File: src/rtl/pfd_pkg.sv
package pfd_pkg;

    typedef enum logic [1:0] {
        CMP_IDLE,
        CMP_LEAD,
        CMP_LAG
    } cmp_state_t;

    typedef enum logic [1:0] {
        LK_SEARCH,
        LK_QUALIFY,
        LK_HELD
    } lock_state_t;

    typedef struct packed {
        logic en;
        logic lvl;
    } tri_drive_t;

endpackage

File: src/rtl/pfd_edge_det.sv
module pfd_edge_det (
    input  logic clk,
    input  logic rst_n,
    input  logic sig_in,
    output logic rise
);
    logic sig_q;

    always_ff @(posedge clk) begin
        if (!rst_n) sig_q <= 1'b0;
        else        sig_q <= sig_in;
    end

    assign rise = sig_in & ~sig_q;
endmodule

File: src/rtl/pfd_compare.sv
module pfd_compare
    import pfd_pkg::*;
#(
    parameter int CNT_W = 8
) (
    input  logic             clk,
    input  logic             rst_n,
    input  logic             ref_rise,
    input  logic             fb_rise,
    output cmp_state_t       state,
    output logic             cmp_done,
    output logic [CNT_W-1:0] cmp_width
);
    localparam logic [CNT_W-1:0] CNT_MAX = {CNT_W{1'b1}};

    cmp_state_t       state_q, state_d;
    logic [CNT_W-1:0] cnt_q;

    // state register
    always_ff @(posedge clk) begin
        if (!rst_n) state_q <= CMP_IDLE;
        else        state_q <= state_d;
    end

    // next state and comparison-complete strobe
    always_comb begin
        state_d   = state_q;
        cmp_done  = 1'b0;
        cmp_width = cnt_q;
        unique case (state_q)
            CMP_IDLE: begin
                if (ref_rise && fb_rise) begin
                    cmp_done  = 1'b1;
                    cmp_width = '0;
                end else if (ref_rise) begin
                    state_d = CMP_LEAD;
                end else if (fb_rise) begin
                    state_d = CMP_LAG;
                end
            end
            CMP_LEAD: begin
                if (fb_rise) begin
                    state_d  = CMP_IDLE;
                    cmp_done = 1'b1;
                end
            end
            CMP_LAG: begin
                if (ref_rise) begin
                    state_d  = CMP_IDLE;
                    cmp_done = 1'b1;
                end
            end
            default: state_d = CMP_IDLE;
        endcase
    end

    // pulse width counter: holds the number of cycles the pulse has been open
    always_ff @(posedge clk) begin
        if (!rst_n) begin
            cnt_q <= '0;
        end else if (state_q == CMP_IDLE) begin
            cnt_q <= (state_d != CMP_IDLE) ? CNT_W'(1) : '0;
        end else if (state_d != CMP_IDLE) begin
            cnt_q <= (cnt_q == CNT_MAX) ? cnt_q : cnt_q + CNT_W'(1);
        end else begin
            cnt_q <= '0;
        end
    end

    assign state = state_q;
endmodule

File: src/rtl/pfd_lock_filter.sv
module pfd_lock_filter
    import pfd_pkg::*;
#(
    parameter int CNT_W     = 8,
    parameter int LOCK_RUNS = 4,
    parameter int TOL_CYC   = 2
) (
    input  logic             clk,
    input  logic             rst_n,
    input  logic             cmp_done,
    input  logic [CNT_W-1:0] cmp_width,
    output logic             held
);
    localparam int RUN_W = $clog2(LOCK_RUNS + 1);
    localparam logic [RUN_W-1:0] RUN_LAST = RUN_W'(LOCK_RUNS - 1);
    localparam logic [CNT_W-1:0] TOL_V = CNT_W'(TOL_CYC);

    lock_state_t      lk_q, lk_d;
    logic [RUN_W-1:0] run_q, run_d;
    logic             good;

    assign good = cmp_width <= TOL_V;

    // state register
    always_ff @(posedge clk) begin
        if (!rst_n) begin
            lk_q  <= LK_SEARCH;
            run_q <= '0;
        end else begin
            lk_q  <= lk_d;
            run_q <= run_d;
        end
    end

    // transitions
    always_comb begin
        lk_d  = lk_q;
        run_d = run_q;
        if (cmp_done) begin
            if (!good) begin
                lk_d  = LK_SEARCH;
                run_d = '0;
            end else begin
                unique case (lk_q)
                    LK_SEARCH: begin
                        if (LOCK_RUNS <= 1) lk_d = LK_HELD;
                        else                lk_d = LK_QUALIFY;
                        run_d = RUN_W'(1);
                    end
                    LK_QUALIFY: begin
                        if (run_q >= RUN_LAST) lk_d = LK_HELD;
                        run_d = run_q + RUN_W'(1);
                    end
                    LK_HELD: begin
                        lk_d = LK_HELD;
                    end
                    default: begin
                        lk_d  = LK_SEARCH;
                        run_d = '0;
                    end
                endcase
            end
        end
    end

    // output
    always_comb held = (lk_q == LK_HELD);
endmodule

File: src/rtl/pfd_drive.sv
module pfd_drive
    import pfd_pkg::*;
#(
    parameter bit INVERT = 1'b0
) (
    input  cmp_state_t state,
    output tri_drive_t drv
);
    always_comb begin
        unique case (state)
            CMP_LEAD: drv = '{en: 1'b1, lvl: ~INVERT};
            CMP_LAG:  drv = '{en: 1'b1, lvl:  INVERT};
            default:  drv = '{en: 1'b0, lvl: 1'b0};
        endcase
    end
endmodule

File: src/rtl/phase_cmp_lock.sv
module phase_cmp_lock
    import pfd_pkg::*;
#(
    parameter int CNT_W     = 8,
    parameter int LOCK_RUNS = 4,
    parameter int TOL_CYC   = 2
) (
    input  logic clk,
    input  logic rst_n,
    input  logic ref_pulse,
    input  logic fb_pulse,
    output logic p_out_en,
    output logic p_out_lvl,
    output logic n_out_en,
    output logic n_out_lvl,
    output logic locked
);
    localparam int N_IN  = 2;
    localparam int N_OUT = 2;

    logic [N_IN-1:0]  raw_in;
    logic [N_IN-1:0]  rise;
    cmp_state_t       state;
    logic             cmp_done;
    logic [CNT_W-1:0] cmp_width;
    logic             held;
    tri_drive_t       drv [N_OUT];

    assign raw_in = {fb_pulse, ref_pulse};

    for (genvar gi = 0; gi < N_IN; gi++) begin : g_edge
        pfd_edge_det u_edge (
            .clk    (clk),
            .rst_n  (rst_n),
            .sig_in (raw_in[gi]),
            .rise   (rise[gi])
        );
    end

    pfd_compare #(.CNT_W(CNT_W)) u_cmp (
        .clk       (clk),
        .rst_n     (rst_n),
        .ref_rise  (rise[0]),
        .fb_rise   (rise[1]),
        .state     (state),
        .cmp_done  (cmp_done),
        .cmp_width (cmp_width)
    );

    pfd_lock_filter #(
        .CNT_W     (CNT_W),
        .LOCK_RUNS (LOCK_RUNS),
        .TOL_CYC   (TOL_CYC)
    ) u_lock (
        .clk       (clk),
        .rst_n     (rst_n),
        .cmp_done  (cmp_done),
        .cmp_width (cmp_width),
        .held      (held)
    );

    for (genvar go = 0; go < N_OUT; go++) begin : g_drv
        pfd_drive #(.INVERT(go[0])) u_drv (
            .state (state),
            .drv   (drv[go])
        );
    end

    assign p_out_en  = drv[0].en;
    assign p_out_lvl = drv[0].lvl;
    assign n_out_en  = drv[1].en;
    assign n_out_lvl = drv[1].lvl;
    assign locked    = held & (state == CMP_IDLE);
endmodule

File: config.mk
export PLATFORM = sky130hd
export DESIGN_NAME = phase_cmp_lock
export DESIGN_NICKNAME = d
export VERILOG_FILES = /design/src/rtl/pfd_pkg.sv /design/src/rtl/pfd_edge_det.sv /design/src/rtl/pfd_compare.sv /design/src/rtl/pfd_lock_filter.sv /design/src/rtl/pfd_drive.sv /design/src/rtl/phase_cmp_lock.sv
export SDC_FILE = /design/constraint.sdc
export NUM_CORES = 1
export LEC_CHECK = 0
export CAP_MARGIN = 25
export CORE_MARGIN = 2
export CORE_UTILIZATION = 60
export DETAILED_ROUTE_END_ITERATION = 6
export DONT_BUFFER_PORTS = 1
export PLACE_DENSITY = 0.77
export SYNTH_ARGS = -nofsm -noshare
export SYNTH_HDL_FRONTEND = slang
export SYNTH_SLANG_ARGS = --single-unit
File: constraint.sdc
create_clock -name clk -period 2.37 [get_ports clk]
set_input_delay 0.474 -clock clk [delete_from_list [all_inputs] [get_ports clk]]
set_output_delay 0.474 -clock clk [all_outputs]
set_load 0.01 [all_outputs]
After elaboration in Yosys (flattened, before gate mapping) --
Index checks and enable logic that the tools add are counted.
Storage, ports and cells: flip-flop bits (word level) 17, word-level logic and storage cells 52, output and inout port bits 5, input bits 4
Cells by class: mux-type cells 23, equal/unequal tests 8, reduce and logical (&&, ||, !) cells 6, magnitude comparators 2, bitwise gates (word level) 5, $add $sub $neg 2
Operator list (number):
- two-way mux 8 bit | 5
- two-way mux 2 bit | 7
- case mux 2 bit (3 select lines) | 2
- case mux 3 bit (3 select lines) | 1
- adder 8 x 1 -> 8 bit, second input constant | 1
- == test 8 bit, second input constant | 1
- <= comparator 8 x 2 -> 1 bit, second input constant | 1
- case mux 2 bit (2 select lines) | 2
- != test 3 bit, second input constant | 2
- == test 2 x 1 -> 1 bit, second input constant | 2
- == test 2 bit, second input constant | 2
- zero test 2 bit | 2
- two-way mux 1 bit | 4
- AND reduction 2 bit | 2
- adder 3 x 1 -> 3 bit, second input constant | 1
- bitwise AND 1 bit | 3
- >= comparator 3 x 2 -> 1 bit, second input constant | 1
- two-way mux 3 bit | 1
- case mux 1 bit (3 select lines) | 1
- != test 2 bit, second input constant | 1
- NOT 1 bit | 2
- nonzero test 2 bit | 1
- logical AND 1 bit | 1

Longest topological paths before layout --
word-level depth 9, depth in mapped cells 6

Cells and area by module --
Synthesis repeated with hierarchy kept, for this count alone.
Unflattened totals: cell total of the unflattened synthesis 124, area total of the unflattened synthesis 1062.3 um^2
By module, submodules not included:
- pfd_compare | area an instance 548.0 um^2, instances 1, cells an instance 67
- pfd_lock_filter | area an instance 381.6 um^2, instances 1, cells an instance 44
- pfd_edge_det | area an instance 40.0 um^2, instances 2, cells an instance 3
- pfd_drive | area an instance 20.0 um^2, instances 2, cells an instance 3
- phase_cmp_lock | area an instance 12.5 um^2, instances 1, cells an instance 1

Least setup slack after synthesis --
OpenSTA, ideal clock, no wires.
path type reg2reg, start register u_cmp.state_q[0] (netlist: u_cmp.state[0]), end register u_lock.lk_q[0], buffers on the path 0, stages on the path, launching flop included 7, setup time 0.092 ns, clock period less this slack 1.641 ns, arrival 1.549 ns, required time 2.278 ns, slack 0.729 ns, cell sequence dfxtp_1 -> inv_1 -> ha_1 -> nand3b_1 -> o211a_1 -> or2_2 -> o32ai_1
On the way: word-level cells in the longest chain between the ends 5, elaborated cells between the ends (all ways) 9
RTL lines:
- start: declaration | RTL line pfd_compare.sv:16 | cmp_state_t state_q, state_d;
- start signal: assignment | RTL line pfd_compare.sv:22 | else state_q <= state_d;
- zero test 2 bit | RTL line pfd_compare.sv:30 | unique case (state_q)
- two-way mux 8 bit | RTL line pfd_compare.sv:30
- <= comparator 8 x 2 -> 1 bit | RTL line pfd_lock_filter.sv:22 | assign good = cmp_width <= TOL_V;
- != test 3 bit (no line)
- AND reduction 2 bit (no line)
- end signal: assignment | RTL line pfd_lock_filter.sv:30 | lk_q <= lk_d;
- end: declaration | RTL line pfd_lock_filter.sv:18 | lock_state_t lk_q, lk_d;
Parallel ways exist; a longest one is shown, timed or not. A chain may end at the register's enable or synchronous reset.

Final worst setup path --
start register u_cmp.state_q[0] (netlist: u_cmp.state[0]), end register u_lock.run_q[1]
On the way: word-level cells in the longest chain between the ends 5, elaborated cells between the ends (all ways) 9
RTL lines:
- zero test 2 bit | RTL line pfd_compare.sv:30
- two-way mux 8 bit | RTL line pfd_compare.sv:30
- <= comparator 8 x 2 -> 1 bit | RTL line pfd_lock_filter.sv:22
- != test 2 bit (no line)
- AND reduction 2 bit (no line)
- end signal: assignment | RTL line pfd_lock_filter.sv:31 | run_q <= run_d;
- end: declaration | RTL line pfd_lock_filter.sv:19 | logic [RUN_W-1:0] run_q, run_d;
Parallel ways exist; a longest one is shown, timed or not.

==> results.json <==
{
  "fmax_ghz": 0.531,
  "drcViolationCount": 0,
  "gp_congestion": 0.731,
  "port_buffers": 0,
  "cts_tree": "built",
  "irDropWorstVdd_uv": 433,
  "crit_path_cell_trace": "inv_1, ha_1, nand3b_1, o211a_1, a211oi_2, mux2i_1",
  "slew_headroom_pct": 62.5,
  "criticalPathCategory": "reg -> reg",
  "syn_nets": 130,
  "regToRegEndpoint": "u_lock.run_q[1]$_SDFFE_PN0P_",
  "r2r_setup_slack_ns": 0.49,
  "stdcell_area_sq_um": 1060,
  "min_path_type": "in -> reg",
  "slowest_stage": "a211oi_2",
  "via_per_inst": 6.14,
  "vias": 811,
  "antenna_found_initial": 0,
  "dr.first_iter.drc_count": 19,
  "synth_top_area_share_pct": 33.1,
  "final_util_pct": 68.1,
  "clock_path_buffers": 2,
  "period_share_pct": 79.5,
  "placed_area_sq_um": 1030,
  "status": "finished clean",
  "r2r-start": "u_cmp.state[0]$_SDFF_PN0_",
  "comb_power_share_pct": 17.9,
  "endpoint": "u_lock.run_q[1]$_SDFFE_PN0P_",
  "p_clk_share_pct": 28.2,
  "max_stage_delay_ns": 0.39,
  "cts_resized": 0,
  "drv_slew": 0,
  "grt_overflow": 0,
  "fp.dieArea_sq_um": 2060,
  "final_antenna_net_count": 0,
  "power_w": 0.000582,
  "die_width_microns": 45.4,
  "layout_common_cells": "17 x dfxtp_1, 11 x ha_1, 10 x nor2_1, 9 x inv_1, 8 x nand2_1",
  "grt_setup_unrepaired": "false",
  "row_count": 14,
  "synth_edf_count": 0,
  "cts_setup_buffers": 0,
  "hold_buffers": 0,
  "r2r_cells": 6,
  "cellInternalPower_w": 0.000409,
  "cts.reportedPaths.clkPinSlew_ns": 0.10,
  "dieHeight_microns": 45.4,
  "final_hold_viol_count": 0,
  "synth.distinct_cells": 39,
  "clock_latency_ns": 0.30,
  "drive_above_1_share_pct": 6.90,
  "drv_cap": 0,
  "worstSetupEndpointType": "flip-flop",
  "crit_start": "u_cmp.state[0]$_SDFF_PN0_",
  "dr.pass1.iters": 4,
  "synth_area_sq_um": 1030,
  "core_sq_um": 1560,
  "yosys_warnings": 0,
  "num_io_pins": 9,
  "crit_path_start_kind": "flip-flop",
  "ctsHtreeMaxLevel": 1,
  "switching_power_w": 0.000174,
  "layout_commonest_cell": "dfxtp_1",
  "syn_avg_cell_area_sq_um": 8.94,
  "finalNetCount": 132,
  "start_util_pct": 66.0,
  "clockRootBuffer": "clkbuf_4",
  "finClkSkew_ns": 0.000855,
  "finalSetupViolCount": 0,
  "required_ns": 2.61,
  "synth_cells": 115,
  "seqPwrFrac_pct": 54.0,
  "fin_setup_tns_ns": 0,
  "drt-total-wl_microns": 1830,
  "synth-seq-area-share_pct": 33.1,
  "grt_pass1_vias": 792,
  "tightest_slew_ns": 0.560,
  "leakagePower_nw": 0.408,
  "grt_pass1_wl_microns": 3260,
  "wire_per_inst_microns": 13.8,
  "grt_max_degree": 13,
  "setup_slack_ns": 0.486,
  "arrival_ns": 2.12,
  "area_growth_pct": 3.16,
  "pre_cts_slack_ns": 0.494,
  "netlist_top_cells_area": "dfxtp_1 33%, ha_1 13%, mux2i_1 3.9%",
  "switching_share_pct": 29.8,
  "dp_hpwl_microns": 1400,
  "cts_num_sinks": 17,
  "post-synth-top-area-cell": "dfxtp_1",
  "synth_ff_type": "dfxtp_1",
  "numCtsBuffers": 3,
  "async_flop_share_pct": 0,
  "grt_use_total_pct": 22.2,
  "ys_seq_elements": 17,
  "cp_max_fo": 5,
  "n_antenna_cell": 0,
  "power-per-cell-area_nw_per_um2": 549,
  "finalCriticalPeriod_ns": 1.88
}
==> area by class of cell <==
type | count | area (sq um)
clock buffer | 3 | 22.5
clock inverter | 1 | 5.00
fill | 137 | 498
inverter | 9 | 33.8
multi-input combinational | 86 | 639
sequential | 17 | 340
tap | 16 | 20.0
==> registers in the layout, indices dropped and copies added, names as in the netlist <==
name / flops
g_edge.u_edge.sig_q: 2
u_cmp.cnt_q: 8
u_cmp.state: 2
u_lock.lk_q: 2
u_lock.run_q: 3
==> metrics by stage <==
| stage | instances | hold WS (ns) |
|---|---|---|
| finish | 132 | 0.283 |
| global route | 132 | 0.281 |
| CTS | 132 | 0.285 |
| detailed placement | 128 | 0.477 |
| global placement | 128 | 0.466 |
| floorplan | 115 | 0.448 |
==> metal layers <==
| metal | vias to the layer above | GRT usage (%) | routed length, microns |
|---|---|---|---|
| met2 | 15 | 34.9 | 834 |
| met5 | - | 0 | 0 |
| met4 | 0 | 12.9 | 40 |
| met1 | 377 | 28.3 | 897 |
| met3 | 4 | 3.57 | 55 |
| li1 | 415 | - | - |
==> power groups by stage <==
stage,Sequential (W),Combinational [W],Clock [W]
finish,0.000314,0.000104,0.000164
global route,0.000316,0.000119,0.000177
CTS,0.000314,0.000104,0.000166
detailed placement,0.000321,0.000104,0
global placement,0.000320,0.000100,0
floorplan,0.000317,0.0000940,0
==> how the worst min path moves through the flow <==
stage | from | end | slack [ns] | cells past startpoint
3_5_place_dp | u_lock.run_q[2]$_SDFFE_PN0P_ | u_lock.run_q[2]$_SDFFE_PN0P_ | 0.48 | 2
3_3_place_gp | u_lock.run_q[2]$_SDFFE_PN0P_ | u_lock.run_q[2]$_SDFFE_PN0P_ | 0.47 | 2
2_1_floorplan | u_lock.run_q[2]$_SDFFE_PN0P_ | u_lock.run_q[2]$_SDFFE_PN0P_ | 0.45 | 2
6_report | rst_n | g_edge[1].u_edge.sig_q$_SDFF_PN0_ | 0.28 | 1
4_1_cts | rst_n | g_edge[1].u_edge.sig_q$_SDFF_PN0_ | 0.28 | 1
5_1_grt | rst_n | g_edge[0].u_edge.sig_q$_SDFF_PN0_ | 0.28 | 1
==> Yosys cell counts (all sizes together), types with 3 or more instances <==
| cell | instances |
|---|---|
| ha | 11 |
| and3 | 3 |
| nor2 | 10 |
| mux2i | 4 |
| a211oi | 3 |
| nand3b | 3 |
| nand3 | 6 |
| nor3 | 3 |
| and2 | 3 |
| inv | 9 |
| dfxtp | 17 |
| nand2 | 8 |
| nor2b | 3 |
==> critical path, delay by kind of cell (launching register included) <==
family | cells | cell delay [ns]
AOI/OAI and AO/OA | 2 | 0.67
buffers and inverters | 1 | 0.13
DFF | 1 | 0.36
muxes | 1 | 0.25
and+or+nand+nor | 1 | 0.16
adders and majority gates | 1 | 0.25
==> cells by family after synthesis <==
| kind of cell | count (synthesis) | share of synthesized area (%) |
|---|---|---|
| simple gates | 48 | 25.1 |
| mux | 4 | 3.89 |
| compound gates | 18 | 15.3 |
| buf+inv | 12 | 4.74 |
| fa+ha+maj | 13 | 15.3 |
| xor+xnor | 3 | 2.56 |
| flops | 17 | 33.1 |
No activity file was read; power rests on OpenSTA's default activity.
